`src/rtl/tune_pkg.sv`:
```
package tune_pkg;

  typedef enum logic [2:0] {
    MODE_SD       = 3'd0,
    MODE_MMC_SDR  = 3'd2,
    MODE_MMC_DDR  = 3'd3,
    MODE_HS200    = 3'd4,
    MODE_HS400    = 3'd5,
    MODE_HS400_ES = 3'd6
  } speed_mode_e;

  typedef enum logic [1:0] {
    U_IDLE,
    U_REQ,
    U_GAP
  } upd_state_e;

  typedef enum logic [2:0] {
    S_IDLE,
    S_PROG,
    S_XFER,
    S_WAIT,
    S_DECIDE,
    S_FINAL
  } seq_state_e;

  // Search is needed only for HS200 or the fast SD timing.
  function automatic logic is_tunable(input logic [2:0] mode, input logic sd_fast);
    return (mode == 3'(MODE_HS200)) || ((mode == 3'(MODE_SD)) && sd_fast);
  endfunction

  // Middle of the best window: its last tap minus half its length.
  function automatic int centre_tap(input int last_tap, input int run_len);
    return last_tap - (run_len / 2);
  endfunction

endpackage

```
`src/rtl/tune_upd_ctrl.sv`:
```
module tune_upd_ctrl
  import tune_pkg::*;
#(
  parameter int UPD_TIMEOUT = 16
) (
  input  logic clk,
  input  logic rst_n,
  input  logic go_i,
  input  logic ack_i,
  output logic req_o,
  output logic ok_o,
  output logic tmo_o
);

  localparam int CW = $clog2(UPD_TIMEOUT + 1);

  upd_state_e      st_q;
  logic            second_q;
  logic [CW-1:0]   cnt_q;
  logic            ok_q;
  logic            tmo_q;

  // Named internal events for the checks below.
  logic ack_seen;
  logic wait_expired;
  assign ack_seen     = (st_q == U_REQ) && ack_i;
  assign wait_expired = (st_q == U_REQ) && !ack_i && (cnt_q == CW'(UPD_TIMEOUT - 1));

  always_ff @(posedge clk) begin
    if (!rst_n) begin
      st_q     <= U_IDLE;
      second_q <= 1'b0;
      cnt_q    <= '0;
      ok_q     <= 1'b0;
      tmo_q    <= 1'b0;
    end else begin
      ok_q  <= 1'b0;
      tmo_q <= 1'b0;
      unique case (st_q)
        U_IDLE: begin
          if (go_i) begin
            st_q     <= U_REQ;
            second_q <= 1'b0;
            cnt_q    <= '0;
          end
        end
        U_REQ: begin
          if (ack_seen) begin
            if (!second_q) begin
              st_q     <= U_GAP;
              second_q <= 1'b1;
            end else begin
              st_q <= U_IDLE;
              ok_q <= 1'b1;
            end
          end else if (wait_expired) begin
            st_q  <= U_IDLE;
            tmo_q <= 1'b1;
          end else begin
            cnt_q <= cnt_q + 1'b1;
          end
        end
        U_GAP: begin
          st_q  <= U_REQ;
          cnt_q <= '0;
        end
        default: st_q <= U_IDLE;
      endcase
    end
  end

  assign req_o = (st_q == U_REQ);
  assign ok_o  = ok_q;
  assign tmo_o = tmo_q;


  req_drop_after_ack_chk: assert property (@(posedge clk) disable iff (!rst_n)
    ack_seen |=> !req_o);


  tmo_needs_unanswered_req_chk: assert property (@(posedge clk) disable iff (!rst_n)
    tmo_o |-> ($past(req_o) && !$past(ack_i)));


  ok_tmo_exclusive_chk: assert property (@(posedge clk) disable iff (!rst_n)
    !(ok_o && tmo_o));

endmodule

```
`src/rtl/tune_window_trk.sv`:
```
module tune_window_trk #(
  parameter int TAP_W = 6,
  parameter int LEN_W = 7
) (
  input  logic             clk,
  input  logic             rst_n,
  input  logic             clear_i,
  input  logic             score_i,
  input  logic             pass_i,
  input  logic [TAP_W-1:0] tap_i,
  output logic [LEN_W-1:0] best_len_o,
  output logic [TAP_W-1:0] best_end_o
);

  logic [LEN_W-1:0] cur_q;
  logic [LEN_W-1:0] best_len_q;
  logic [TAP_W-1:0] best_end_q;

  logic [LEN_W-1:0] run_next;
  logic             new_best;
  logic             run_break;
  assign run_next  = cur_q + 1'b1;
  assign new_best  = score_i && pass_i && (run_next > best_len_q);
  assign run_break = score_i && !pass_i;

  always_ff @(posedge clk) begin
    if (!rst_n || clear_i) begin
      cur_q      <= '0;
      best_len_q <= '0;
      best_end_q <= '0;
    end else if (score_i) begin
      if (pass_i) begin
        cur_q <= run_next;
        if (new_best) begin
          best_len_q <= run_next;
          best_end_q <= tap_i;
        end
      end else begin
        cur_q <= '0;
      end
    end
  end

  assign best_len_o = best_len_q;
  assign best_end_o = best_end_q;


  best_monotonic_chk: assert property (@(posedge clk) disable iff (!rst_n)
    !clear_i |=> (best_len_o >= $past(best_len_o)));


  fail_keeps_best_chk: assert property (@(posedge clk) disable iff (!rst_n)
    (run_break && !clear_i) |=> $stable(best_len_o) && $stable(best_end_o));

endmodule

```
`src/rtl/tune_seq_fsm.sv`:
```
module tune_seq_fsm
  import tune_pkg::*;
#(
  parameter int TAP_W    = 6,
  parameter int TAP_LAST = 39,
  parameter int LEN_W    = 7
) (
  input  logic             clk,
  input  logic             rst_n,
  input  logic             start_i,
  input  logic [2:0]       mode_i,
  input  logic             sd_fast_i,
  input  logic             res_valid_i,
  input  logic             res_pass_i,
  input  logic             upd_ok_i,
  input  logic             upd_tmo_i,
  input  logic [LEN_W-1:0] best_len_i,
  input  logic [TAP_W-1:0] best_end_i,
  output logic             upd_go_o,
  output logic             trk_clear_o,
  output logic             score_o,
  output logic             pass_o,
  output logic [TAP_W-1:0] tap_o,
  output logic [2:0]       mode_o,
  output logic             xfer_req_o,
  output logic             done_o,
  output logic             err_o
);

  seq_state_e       st_q;
  logic [TAP_W-1:0] tap_q;
  logic [2:0]       mode_q;
  logic             go_q;
  logic             done_q;
  logic             err_q;

  logic accept_tune;
  logic at_last;
  assign accept_tune = (st_q == S_IDLE) && start_i && is_tunable(mode_i, sd_fast_i);
  assign at_last     = (tap_q == TAP_W'(TAP_LAST));

  assign trk_clear_o = accept_tune;
  assign score_o     = ((st_q == S_WAIT) && res_valid_i) || ((st_q == S_PROG) && upd_tmo_i);
  assign pass_o      = (st_q == S_WAIT) && res_pass_i;
  assign xfer_req_o  = (st_q == S_XFER);

  always_ff @(posedge clk) begin
    if (!rst_n) begin
      st_q   <= S_IDLE;
      tap_q  <= '0;
      mode_q <= '0;
      go_q   <= 1'b0;
      done_q <= 1'b0;
      err_q  <= 1'b0;
    end else begin
      go_q   <= 1'b0;
      done_q <= 1'b0;
      unique case (st_q)
        S_IDLE: begin
          if (start_i) begin
            mode_q <= mode_i;
            err_q  <= 1'b0;
            if (accept_tune) begin
              tap_q <= '0;
              go_q  <= 1'b1;
              st_q  <= S_PROG;
            end else begin
              done_q <= 1'b1;
            end
          end
        end
        S_PROG: begin
          if (upd_ok_i)       st_q <= S_XFER;
          else if (upd_tmo_i) st_q <= S_DECIDE;
        end
        S_XFER: st_q <= S_WAIT;
        S_WAIT: begin
          if (res_valid_i) st_q <= S_DECIDE;
        end
        S_DECIDE: begin
          if (at_last) begin
            if (best_len_i == '0) begin
              err_q  <= 1'b1;
              done_q <= 1'b1;
              st_q   <= S_IDLE;
            end else begin
              tap_q <= TAP_W'(centre_tap(int'(best_end_i), int'(best_len_i)));
              go_q  <= 1'b1;
              st_q  <= S_FINAL;
            end
          end else begin
            tap_q <= tap_q + 1'b1;
            go_q  <= 1'b1;
            st_q  <= S_PROG;
          end
        end
        S_FINAL: begin
          if (upd_ok_i || upd_tmo_i) begin
            done_q <= 1'b1;
            st_q   <= S_IDLE;
          end
        end
        default: st_q <= S_IDLE;
      endcase
    end
  end

  assign upd_go_o = go_q;
  assign tap_o    = tap_q;
  assign mode_o   = mode_q;
  assign done_o   = done_q;
  assign err_o    = err_q;


  tap_in_range_chk: assert property (@(posedge clk) disable iff (!rst_n)
    tap_q <= TAP_W'(TAP_LAST));


  done_single_chk: assert property (@(posedge clk) disable iff (!rst_n)
    done_o |=> !done_o);


  err_means_empty_chk: assert property (@(posedge clk) disable iff (!rst_n)
    (done_o && err_o) |-> (best_len_i == '0));


  busy_start_ignored_chk: assert property (@(posedge clk) disable iff (!rst_n)
    ((st_q != S_IDLE) && start_i) |=> $stable(mode_o));

endmodule

```
`src/rtl/tap_tune_engine.sv`:
```
module tap_tune_engine #(
  parameter int TAP_W       = 6,
  parameter int TAP_LAST    = 39,
  parameter int UPD_TIMEOUT = 16
) (
  input  logic        clk,
  input  logic        rst_n,
  input  logic        start_i,
  input  logic [2:0]  mode_i,
  input  logic        sd_fast_i,
  input  logic        upd_ack_i,
  input  logic        res_valid_i,
  input  logic        res_pass_i,
  output logic [15:0] ctrl_word_o,
  output logic        xfer_req_o,
  output logic        done_o,
  output logic        err_o
);

  localparam int LEN_W     = $clog2(TAP_LAST + 2);
  localparam int TAP_LSB   = 8;
  localparam int UPD_BIT   = 15;

  logic             upd_go, upd_req, upd_ok, upd_tmo;
  logic             trk_clear, score, pass;
  logic [LEN_W-1:0] best_len;
  logic [TAP_W-1:0] best_end;
  logic [TAP_W-1:0] tap;
  logic [2:0]       mode_q;

  tune_seq_fsm #(
    .TAP_W    (TAP_W),
    .TAP_LAST (TAP_LAST),
    .LEN_W    (LEN_W)
  ) u_seq (
    .clk         (clk),
    .rst_n       (rst_n),
    .start_i     (start_i),
    .mode_i      (mode_i),
    .sd_fast_i   (sd_fast_i),
    .res_valid_i (res_valid_i),
    .res_pass_i  (res_pass_i),
    .upd_ok_i    (upd_ok),
    .upd_tmo_i   (upd_tmo),
    .best_len_i  (best_len),
    .best_end_i  (best_end),
    .upd_go_o    (upd_go),
    .trk_clear_o (trk_clear),
    .score_o     (score),
    .pass_o      (pass),
    .tap_o       (tap),
    .mode_o      (mode_q),
    .xfer_req_o  (xfer_req_o),
    .done_o      (done_o),
    .err_o       (err_o)
  );

  tune_upd_ctrl #(
    .UPD_TIMEOUT (UPD_TIMEOUT)
  ) u_upd (
    .clk   (clk),
    .rst_n (rst_n),
    .go_i  (upd_go),
    .ack_i (upd_ack_i),
    .req_o (upd_req),
    .ok_o  (upd_ok),
    .tmo_o (upd_tmo)
  );

  tune_window_trk #(
    .TAP_W (TAP_W),
    .LEN_W (LEN_W)
  ) u_trk (
    .clk        (clk),
    .rst_n      (rst_n),
    .clear_i    (trk_clear),
    .score_i    (score),
    .pass_i     (pass),
    .tap_i      (tap),
    .best_len_o (best_len),
    .best_end_o (best_end)
  );

  always_comb begin
    ctrl_word_o                        = '0;
    ctrl_word_o[UPD_BIT]               = upd_req;
    ctrl_word_o[TAP_LSB +: TAP_W]      = tap;
    ctrl_word_o[2:0]                   = mode_q;
  end


  xfer_not_with_upd_chk: assert property (@(posedge clk) disable iff (!rst_n)
    xfer_req_o |-> !upd_req);


  xfer_single_chk: assert property (@(posedge clk) disable iff (!rst_n)
    xfer_req_o |=> !xfer_req_o);

endmodule

```
`config.mk`:
```
export PLATFORM = sky130hd
export DESIGN_NAME = tap_tune_engine
export DESIGN_NICKNAME = d
export VERILOG_FILES = /design/src/rtl/tune_pkg.sv /design/src/rtl/tune_upd_ctrl.sv /design/src/rtl/tune_window_trk.sv /design/src/rtl/tune_seq_fsm.sv /design/src/rtl/tap_tune_engine.sv
export SDC_FILE = /design/constraint.sdc
export NUM_CORES = 1
export LEC_CHECK = 0
export BUFFER_PORTS_ARGS = -buffer_cell sky130_fd_sc_hd__buf_2
export CAP_MARGIN = 0
export CORE_MARGIN = 8
export CORE_UTILIZATION = 40
export CTS_CLUSTER_DIAMETER = 200
export CTS_CLUSTER_SIZE = 30
export DETAILED_ROUTE_END_ITERATION = 16
export HOLD_SLACK_MARGIN = 0.12
export PLACE_DENSITY_LB_ADDON = 0.12
export SETUP_SLACK_MARGIN = 0.2
export SLEW_MARGIN = 20
export SYNTH_ARGS = -nofsm -noshare
export SYNTH_HDL_FRONTEND = slang
export SYNTH_HIERARCHICAL = 1
export SYNTH_SLANG_ARGS = --single-unit
```
`constraint.sdc`:
```
create_clock -name clk -period 6.9 [get_ports clk]
set_input_delay 1.38 -clock clk [delete_from_list [all_inputs] [get_ports clk]]
set_output_delay 1.38 -clock clk [all_outputs]
set_load 0.02 [all_outputs]
```
# Word level (Yosys, flattened, before mapping)
# Cells that the tools add are included.
[classes]
n_mux = 44
order_cmp = 1
n_addsub = 4
bitwise_logic = 2
reduce_logical = 34
n_eq_ne = 23
[ops]
columns = ["cell", "n"]
rows = [
  ["$mux W6", 5],
  ["$mux W3", 8],
  ["$pmux W3 S6", 1],
  ["$mux W1", 16],
  ["$mux W5", 3],
  ["$pmux W5 S3", 1],
  ["$add A6 B1 Y6 const B", 2],
  ["$ne A2 B2 Y1 const B", 6],
  ["$pmux W6 S2", 1],
  ["$reduce_and A4 Y1", 3],
  ["$logic_and A1 B1 Y1", 11],
  ["$eq A3 B3 Y1 const B", 3],
  ["$reduce_and A3 Y1", 3],
  ["$mux W2", 4],
  ["$ne A2 B1 Y1 const B", 4],
  ["$eq A3 B2 Y1 const B", 2],
  ["$eq A6 B6 Y1 const B", 1],
  ["$gt A6 B6 Y1", 1],
  ["$logic_not A3 Y1", 2],
  ["$logic_not A6 Y1", 1],
  ["$ne A3 B3 Y1 const B", 2],
  ["$pmux W1 S2", 3],
  ["$pmux W2 S3", 1],
  ["$sub A6 B5 Y6", 1],
  ["other kinds (16)", 23],
]
[totals]
wordCells = 122
ff_bits = 43

# Logic depth before layout (Yosys ltp)
# Gate-level depths: netlist (run 1).
[logic_depth]
depth_word = 7
depth_mapped = 9
ltp_nobuf = 9

# Cells and area by module
# Netlist (run 1), hierarchy kept.
[modules_own_cells]
columns = ["module", "cells_each", "instances", "area_per_inst_um2"]
rows = [
  ["tune_seq_fsm", 134, 1, 1086.0],
  ["tune_window_trk", 105, 1, 934.6],
  ["tune_upd_ctrl", 48, 1, 461.7],
  ["tap_tune_engine", 8, 1, 56.3],
]

# Worst setup path before layout (run 1)
# No wires, ideal clock.
[synth_timing]
path_kind = "input -> register"
start = "in start_i"
end = "reg u_trk.best_end_q[2] (netlist: u_trk/best_end_o[2])"
arrival_time_ns = 2.635
setup_time_ns = 0.125
t_required_ns = 6.775
path_buffers = 2
setup_slack_ns = 4.140
cell_stages = 7
path_cell_list = "or4b_4 > buf_6 > nor4_4 > nor2b_1 > clkbuf_1 > nand2_1 > mux2i_1"
[synth_between]
elab_chain_cells = 3
[synth_rtl]
columns = ["element", "line_no", "source"]
rows = [
  ["start: declaration", "tap_tune_engine.sv:8", "input logic start_i,"],
  ["$logic_and A1 B1 Y1 (2 in series)", "tune_seq_fsm.sv:39", "assign accept_tune = (st_q == S_IDLE) && start_i && is_tunable(mode_i, sd_fast_i);"],
  ["named net trk_clear", "tap_tune_engine.sv:25", "logic trk_clear, score, pass;"],
  ["$logic_or A1 B1 Y1", "tune_window_trk.sv:27", "if (!rst_n || clear_i) begin"],
  ["end signal: assignment", "tune_window_trk.sv:36", "best_end_q <= tap_i;"],
  ["end: declaration", "tune_window_trk.sv:17", "logic [TAP_W-1:0] best_end_q;"],
]
# The timed path passes the listed nets, and every way through them passes these cells.
# A chain may end at the register's enable or synchronous reset.

# Worst setup path in the final report (run 1)
[layout_timing]
start = "reg u_seq.st_q[1]"
end = "out xfer_req_o"
[layout_between]
elab_chain_cells = 1
[layout_rtl]
columns = ["element", "line_no", "source"]
rows = [
  ["start: declaration", "tune_seq_fsm.sv:30", "seq_state_e st_q;"],
  ["start signal: assignment", "tune_seq_fsm.sv:49", "st_q <= S_IDLE;"],
  ["start signal: assignment", "tune_seq_fsm.sv:66", "st_q <= S_PROG;"],
  ["start signal: assignment", "tune_seq_fsm.sv:73", "if (upd_ok_i) st_q <= S_XFER;"],
  ["$eq A3 B2 Y1", "tune_seq_fsm.sv:45", "assign xfer_req_o = (st_q == S_XFER);"],
  ["end: declaration", "tap_tune_engine.sv:15", "output logic xfer_req_o,"],
]
# Every way passes these cells.

==> results of run 1 <==
==> registers in the layout, indices dropped and copies added, names as in the netlist, 2 cells and up <==
register          count
u_seq/tap_o           6
u_trk/best_end_o      6
u_trk/best_len_o      6
u_trk/cur_q           6
u_upd/cnt_q           5
u_seq/mode_o          3
u_seq/st_q            3
u_upd/st_q            2
==> kinds of logic after synthesis <==
| group | share of synthesized area |
|---|---|
| and+or+nand+nor | 0.245 |
| AOI/OAI and AO/OA | 0.173 |
| DFF | 0.339 |
| buffers and inverters | 0.0759 |
| adders and majority gates | 0.0818 |
| muxes | 0.0631 |
| xor gates and xnor gates | 0.0207 |
| other | 0.00148 |
==> area by class of cell <==
type / count / share of cell area
well taps: 77 / 0.0350
flip-flops and latches: 43 / 0.313
clock inverters: 1 / 0.00182
inverters: 22 / 0.0300
repair buffers: 23 / 0.0428
multi-input cells: 221 / 0.547
clock buffers: 6 / 0.0300
==> through the flow <==
| step | setup WS [ns] | hold slack (ns) | util |
|---|---|---|---|
| 2_1_floorplan | 4.14 | 0.408 | - |
| 3_3_place_gp | 4.04 | 0.425 | 0.426 |
| 3_5_place_dp | 4.00 | 0.431 | 0.426 |
| 4_1_cts | 4.01 | 0.443 | 0.440 |
| 5_1_grt | 3.89 | 0.461 | 0.440 |
| 6_report | 4.02 | 0.445 | 0.440 |
==> routing by layer <==
layer  vias to the layer above  routed length [um]  global-route usage
met5                         -                   0                   0
met4                         0                  82              0.0461
met3                         7                 151              0.0291
met2                        24                2750               0.233
met1                       952                2680               0.151
li1                       1078                   -                   -
==> cell usage in the layout, fill, tap and decap left out, types with 2 or more instances in the layout <==
master | netlist | routed
xor2_1 | 4 | 4
ha_1 | 15 | 15
nand3_1 | 15 | 15
o2111ai_1 | 2 | 2
nand4_1 | 3 | 3
conb_1 | 1 | 6
buf_2 | 0 | 22
inv_1 | 21 | 21
o21ai_0 | 6 | 6
and2b_2 | 2 | 2
or4b_4 | 2 | 2
a21oi_1 | 22 | 22
o21ai_1 | 3 | 3
clkbuf_8 | 0 | 6
nand2_1 | 32 | 32
o21a_1 | 3 | 3
nor3_1 | 8 | 8
and3_1 | 4 | 4
and2_1 | 4 | 4
nor2b_1 | 3 | 3
a22oi_1 | 4 | 4
nand2b_1 | 4 | 4
a311oi_1 | 2 | 2
nor3b_1 | 2 | 2
mux2i_1 | 16 | 16
nor4_1 | 2 | 2
nor2_1 | 21 | 21
xnor2_1 | 2 | 2
dfxtp_1 | 43 | 43
a211oi_1 | 2 | 2
a21o_1 | 4 | 4
==> how the worst min path moves through the flow <==
| stage | start | end | slack [ns] | cells past startpoint |
|---|---|---|---|---|
| after floorplan | u_upd/second_q$_SDFFE_PN0P_ | u_upd/st_q[1]$_SDFFE_PN0P_ | 0.41 | 1 |
| after global placement | u_upd/second_q$_SDFFE_PN0P_ | u_upd/st_q[1]$_SDFFE_PN0P_ | 0.42 | 1 |
| after detailed placement | u_upd/second_q$_SDFFE_PN0P_ | u_upd/st_q[1]$_SDFFE_PN0P_ | 0.43 | 1 |
| after CTS | u_upd/second_q$_SDFFE_PN0P_ | u_upd/st_q[1]$_SDFFE_PN0P_ | 0.44 | 1 |
| after global routing | u_upd/second_q$_SDFFE_PN0P_ | u_upd/st_q[1]$_SDFFE_PN0P_ | 0.46 | 1 |
| final | u_upd/second_q$_SDFFE_PN0P_ | u_upd/st_q[1]$_SDFFE_PN0P_ | 0.45 | 1 |
==> worst max-delay path, delay by kind of cell, from the launching register on <==
family        cells  cell delay [ns]
flops             1             0.58
simple gates      1             0.22
buf+inv           2             0.41
==> power by group through the flow <==
stage	registers, mW	clock network, mW	logic [mW]
finish	0.260	0.166	0.0510
global placement	0.265	0	0.0514
floorplan	0.264	0	0.0428
CTS	0.259	0.171	0.0514
global route	0.261	0.182	0.0567
detailed placement	0.265	0	0.0511
==> reports/metrics.cfg, run 1 <==
[outcome]
status = completed

[synthesis]
async_flop_share = 0
synth_top_area_frac = 0.339
ys_seq_area_frac = 0.339
synth_area_leader_cell = dfxtp_1
ys_seq_elements = 43
synth_flop_cell = dfxtp_1
synth.avg_cell_area_um2 = 8.61
yosys-top-cells-count = 43 x dfxtp_1, 32 x nand2_1, 22 x a21oi_1
syn_inst = 295
yosysUniqueCellTypes = 62
yosys_warnings = 6
syn_area_um2 = 2540
synth_edf_count = 0
yosysMostFrequentCell = dfxtp_1
synthTopCellsByArea = dfxtp_1 34%, ha_1 7.4%, mux2i_1 6.3%

[setup_path]
cp-end-kind = output pin
critPathArrivalTime_ns = 1.50
critPathKind = reg -> out
crit_chain = inv_1, nor3_1, buf_2
cp-startpoint = u_seq/st_q[1]$_SDFFE_PN0P_
critPathRequiredTime_ns = 5.52
r2r_slack_ns = 4.23
path_max_fanout = 11
worstSetupEndpoint = xfer_req_o
timing.rr.end = u_trk/best_end_o[0]$_SDFFE_PP0P_
critPathMaxStageDelay_ns = 0.58
reg2reg_depth = 8
cpMaxStageDelayCell = dfxtp_1
worstSetupStartpointType = flip-flop
reg2reg_from = u_trk/cur_q[0]$_SDFFE_PP0P_

[pwr]
power_density_nw_per_um2 = 173
pwr-share-clk = 0.348
p_comb_frac = 0.107
finalPower_mw = 0.477
intPower_mw = 0.350
max-vdd-ir-drop_v = 0.000115
power.net_switching_mw = 0.127
p_leak_nw = 1.05
pwr-share-seq = 0.545
switching_share = 0.266

[timing]
max-slew-margin-rel = 0.610
drv_slew = 0
post-route-min-period_ns = 2.88
max_freq_ghz = 0.348
hold_viol_final = 0
skew_ns = 0.00528
finalCritPeriodShare = 0.417
setup_violations = 0
tightest_slew_ns = 0.585
finalSetupTns_ns = 0
rsz0062_at_grt = no

[cts]
cts_made_buffers = 5
htree_levels = 2
cts_sinks = 43
tritoncts = yes
cts_buffer_depth = 2
clock-root-buffer = clkbuf_8
path_clk_slew_ns = 0.08
postCtsSetupBuffers = 0
ctsHoldBuffers = 0
postCtsResizedCells = 0
insertion_delay_ns = 0.30

[routing]
drt_iter0_drc = 165
vias_per_cell = 5.24
firstDrtPassIters = 4
wirelength_mm = 5.66
vias = 2061
drcViolationCount = 0
wl_per_cell_um = 14.4
drtAntennaViolNets = 0

[floorplan]
die_h_um = 95.7
die_width_um = 95.7
initial_utilization = 0.407
die_area_um2 = 9150
std_cell_rows = 29
fp.coreArea_um2 = 6240
ios = 29

[flow_run]
cap_violations = 0

[placement]
io_buffer_count = 22
placed_cell_area_um2 = 2660
dpl.hpwl_mm = 4.32
place.gp.congestion = 0.763
dp.cells = 386

[hold_path]
hold_class = reg -> reg

[finish]
antenna_cells = 0
area_growth_pct = 8.28
num-nets-final = 342
fin_area_um2 = 2750
fillers = 657
seq_area_um2 = 861
final_cells = 393
drive_above_1_share = 0.133
multi_input_area_um2 = 1500

[grt]
grt_usage = 0.131
antenna_found_initial = 0
grt_max_degree = 25
grt_pass1_vias = 2055
gr-total-overflow = 0
grt_pass1_wl_mm = 9.54

(Power assumes the default switching activity.)
==> inputs of run 2 (changes only) <==
==> constraint.sdc (replaced) <==
create_clock -name clk -period 3 [get_ports clk]
set_input_delay 0.6 -clock clk [delete_from_list [all_inputs] [get_ports clk]]
set_output_delay 0.6 -clock clk [all_outputs]
set_load 0.02 [all_outputs]
==> reports/metrics.cfg, run 2 (synthesis gave the netlist of run 1 again) <==
[finish]
antenna_cells = 0
num-nets-final = 346
final_common_cell = dfxtp_1
area_growth_pct = 11.1
drive_above_1_share = 0.146
final_cell_mix = 43 x dfxtp_1, 32 x nand2_1, 22 x buf_2, 22 x a21oi_1

[cts]
insertion_delay_ns = 0.30
htree_levels = 2
clock-root-buffer = clkbuf_8
ctsHoldBuffers = 0
postCtsResizedCells = 0
cts_made_buffers = 5
cts_buffer_depth = 2
cts_sinks = 43
postCtsSetupBuffers = 0
path_clk_slew_ns = 0.08
tritoncts = yes

[routing]
vias = 2094
wl_per_cell_um = 14.0
met1Wirelength_mm = 2.55
top_layer = met4
firstDrtPassIters = 4
drcViolationCount = 0
vias_per_cell = 5.26
wl_met3_um = 193
drtAntennaViolNets = 0
drt_iter0_drc = 77
wl_met2_mm = 2.70
wirelength_mm = 5.58

[setup_path]
reg2reg_depth = 9
timing.rr.end = u_trk/best_len_o[4]$_SDFFE_PP0P_
cp-startpoint = u_trk/cur_q[0]$_SDFFE_PP0P_
cp-end-kind = flip-flop
worstSetupStartpointType = flip-flop
worstSetupEndpoint = u_trk/best_len_o[4]$_SDFFE_PP0P_
r2r_slack_ns = 0.55
critPathRequiredTime_ns = 3.23
critPathArrivalTime_ns = 2.67
critPathKind = reg -> reg
path_max_fanout = 6
reg2reg_from = u_trk/cur_q[0]$_SDFFE_PP0P_

[outcome]
status = completed

[timing]
max_freq_ghz = 0.409
rsz0062_at_grt = no
finalSetupTns_ns = 0
skew_ns = 0.00650
setup_violations = 0
finalCritPeriodShare = 0.816
hold_ws_ns = 0.437
hold_viol_final = 0
post-route-min-period_ns = 2.45
drv_slew = 0

[placement]
dpl.hpwl_mm = 4.23
place.gp.congestion = 0.766
io_buffer_count = 22

[grt]
grt_usage = 0.129
gr-total-overflow = 0
grt_max_degree = 25
antenna_found_initial = 0
grt_pass1_vias = 2027
grt_pass1_wl_mm = 9.37

[floorplan]
die_area_um2 = 9150
die_h_um = 95.7
fp.coreArea_um2 = 6240
std_cell_rows = 29
initial_utilization = 0.407
die_width_um = 95.7
ios = 29

[pwr]
max-vdd-ir-drop_v = 0.000240
p_leak_nw = 1.09
power_density_nw_per_um2 = 419

[hold_path]
hold_class = reg -> reg
hold_depth = 1
hold_start = u_upd/second_q$_SDFFE_PN0P_

[flow_run]
cap_violations = 0

run 2: cell types whose count changed in the layout (fill, tap and decap cells not counted), sizes merged:
cell and delta:
buf +4, bufinv +1
run 2: stage by stage:
stage	cell area (um^2)	worst slack [ns]	instances	util	total power, mW
5_1_grt	2820	0.388	398	0.452	1.24
2_1_floorplan	2560	0.744	300	-	0.706
3_5_place_dp	2680	0.355	388	0.429	0.729
4_1_cts	2790	0.339	396	0.448	1.21
6_report	2820	0.553	398	0.452	1.18
3_3_place_gp	2680	0.479	388	0.429	0.729
run 2: worst min path at each step:
stage / slack [ns] / to
finish: 0.44 / u_upd/st_q[1]$_SDFFE_PN0P_
detailed placement: 0.43 / u_upd/st_q[1]$_SDFFE_PN0P_
global placement: 0.43 / u_upd/st_q[1]$_SDFFE_PN0P_
CTS: 0.44 / u_upd/st_q[1]$_SDFFE_PN0P_
global route: 0.47 / u_upd/st_q[1]$_SDFFE_PN0P_
floorplan: 0.41 / u_upd/st_q[1]$_SDFFE_PN0P_
run 2: worst max-delay path, stage by stage (launching register included):
cell and delay [ns]:
dfxtp_1 0.42, nand3_1 0.15, o21a_1 0.24, or2_1 0.24, ha_1 0.31, and4_4 0.20, a31o_1 0.24, a31oi_4 0.19
buf_4 0.21, mux2i_1 0.19
run 2: area by class of cell:
| type | instances | area [um^2] |
|---|---|---|
| fillers | 639 | 3420 |
| clock buffers | 6 | 82.6 |
| flip-flops and latches | 43 | 861 |
| inverters | 22 | 82.6 |
| repair buffers | 27 | 160 |
| clock inverters | 2 | 35.0 |
| multi-input cells | 221 | 1500 |
| well taps | 77 | 96.3 |
run 2: where the power goes:
| part | switching, mW | internal, mW | leakage, nW | total (mW) |
|---|---|---|---|---|
| combinational | 0.0753 | 0.0427 | 0.680 | 0.118 |
| clock | 0.197 | 0.269 | 0.0612 | 0.466 |
| sequential | 0.0155 | 0.581 | 0.347 | 0.597 |
| total | 0.288 | 0.893 | 1.09 | 1.18 |
run 2: per-layer routing:
metal  global-route usage  up-vias
met2                0.218       32
met4               0.0563        0
li1                     -     1091
met5                    0        -
met3               0.0315       12
met1                0.150      959
==> inputs of run 3 (changes only) <==
==> constraint.sdc (replaced) <==
create_clock -name clk -period 2.24 [get_ports clk]
set_input_delay 0.448 -clock clk [delete_from_list [all_inputs] [get_ports clk]]
set_output_delay 0.448 -clock clk [all_outputs]
set_load 0.02 [all_outputs]
==> reports/metrics.cfg, run 3 (synthesis gave the netlist of run 1 again) <==
[outcome]
status = completed

[timing]
finalSetupTns_ns = 0
post-route-min-period_ns = 2.19
setup_violations = 0
max_freq_ghz = 0.458
drv_slew = 0
hold_viol_final = 0
rsz0062_at_grt = yes
skew_ns = 0.00645
finalCritPeriodShare = 0.976

[pwr]
power_density_nw_per_um2 = 501
max-vdd-ir-drop_v = 0.000348
p_leak_nw = 1.14
finalPower_mw = 1.48

[placement]
dpl.hpwl_mm = 4.46
place.gp.congestion = 0.803
io_buffer_count = 22
dp.cells = 395

[routing]
drt_iter0_drc = 127
wirelength_mm = 5.87
vias_per_cell = 5.30
drtAntennaViolNets = 0
wl_per_cell_um = 14.4
vias = 2159
firstDrtPassIters = 4
drcViolationCount = 0

[hold_path]
hold_class = in -> reg

[floorplan]
die_area_um2 = 9150
initial_utilization = 0.407
die_width_um = 95.7
fp.coreArea_um2 = 6240
ios = 29
die_h_um = 95.7
std_cell_rows = 29

[setup_path]
path_max_fanout = 6
crit_chain = nand3_4, o21a_1, or2_1, ha_4, and4_4, a31o_1, a31oi_4, clkbuf_16, mux2i_1
critPathRequiredTime_ns = 2.48
cpMaxStageDelayCell = dfxtp_4
cp-end-kind = flip-flop
critPathArrivalTime_ns = 2.42
worstSetupStartpointType = flip-flop
critPathMaxStageDelay_ns = 0.39
critPathKind = reg -> reg

[finish]
final_cells = 407
num-nets-final = 356
fillers = 608
final_cell_mix = 37 x dfxtp_1, 32 x nand2_1, 22 x buf_2
area_growth_pct = 16.1
final_common_cell = dfxtp_1
drive_above_1_share = 0.212
antenna_cells = 0

[cts]
ctsHoldBuffers = 0
cts_sinks = 43
tritoncts = yes
path_clk_slew_ns = 0.08
htree_levels = 2
clock-root-buffer = clkbuf_8
cts_made_buffers = 5
cts_buffer_depth = 2
insertion_delay_ns = 0.30

[grt]
gr-total-overflow = 0
grt_max_degree = 19
grt_usage = 0.133
antenna_found_initial = 0
grt_pass1_wl_mm = 9.66
grt_pass1_vias = 2104

[flow_run]
cap_violations = 0

==> run 3: per-stage QoR <==
stage	setup WS (ns)	utilization	hold WS (ns)	area (um^2)
final	0.0549	0.472	0.421	2950
after global routing	-0.0230	0.472	0.443	2950
after CTS	0.0928	0.461	0.404	2880
after detailed placement	0.0975	0.445	0.428	2780
after global placement	0.165	0.445	0.426	2780
after floorplan	0.189	-	0.408	2590
==> run 3: final timing paths <==
check / slack (ns) / depth (start not counted) / end / from
setup / recovery: 0.05 / 9 / u_trk/best_len_o[0]$_SDFFE_PP0P_ / u_trk/cur_q[0]$_SDFFE_PP0P_
hold reg to reg: 0.43 / 1 / u_upd/st_q[1]$_SDFFE_PN0P_ / u_upd/second_q$_SDFFE_PN0P_
hold / removal: 0.42 / 3 / u_seq/mode_o[2]$_SDFFE_PN0P_ / mode_i[2]
setup reg to reg: 0.05 / 9 / u_trk/best_len_o[0]$_SDFFE_PP0P_ / u_trk/cur_q[0]$_SDFFE_PP0P_
==> run 3: power by group <==
part,switching [mW],internal [mW]
Combinational,0.116,0.0642
Clock,0.269,0.242
Sequential,0.00902,0.776
Total,0.393,1.08
==> run 3: per-layer routing <==
metal / track usage / vias up / share of wire
met5: 0 / - / 0
met1: 0.166 / 999 / 0.48
li1: - / 1112 / -
met4: 0.0487 / 0 / 0.017
met2: 0.215 / 40 / 0.46
met3: 0.0362 / 8 / 0.043
==> run 3: what timing repair did <==
action                                  in CTS  in global routing
pin swaps                                    2                  3
endpoints found under the setup margin      13                 13
buffers inserted                             1                  3
gates cloned                                 0                  1
gates resized for setup                      3                  6
==> run 3: area by class of cell <==
class	count	area, um^2	area share
clock buffers	6	82.6	0.0280
inverters	22	82.6	0.0280
clock inverters	1	5.00	0.00170
multi-input cells	221	1550	0.527
well taps	77	96.3	0.0327
flip-flops and latches	43	873	0.296
repair buffers	37	253	0.0858
==> run 3: worst max-delay path: cells and delay by family (launching register included) <==
| kind | cells | cell delay, ns |
|---|---|---|
| buf+inv | 1 | 0.20 |
| fa+ha+maj | 1 | 0.23 |
| compound gates | 3 | 0.62 |
| simple gates | 3 | 0.50 |
| flops | 1 | 0.39 |
| mux | 1 | 0.17 |
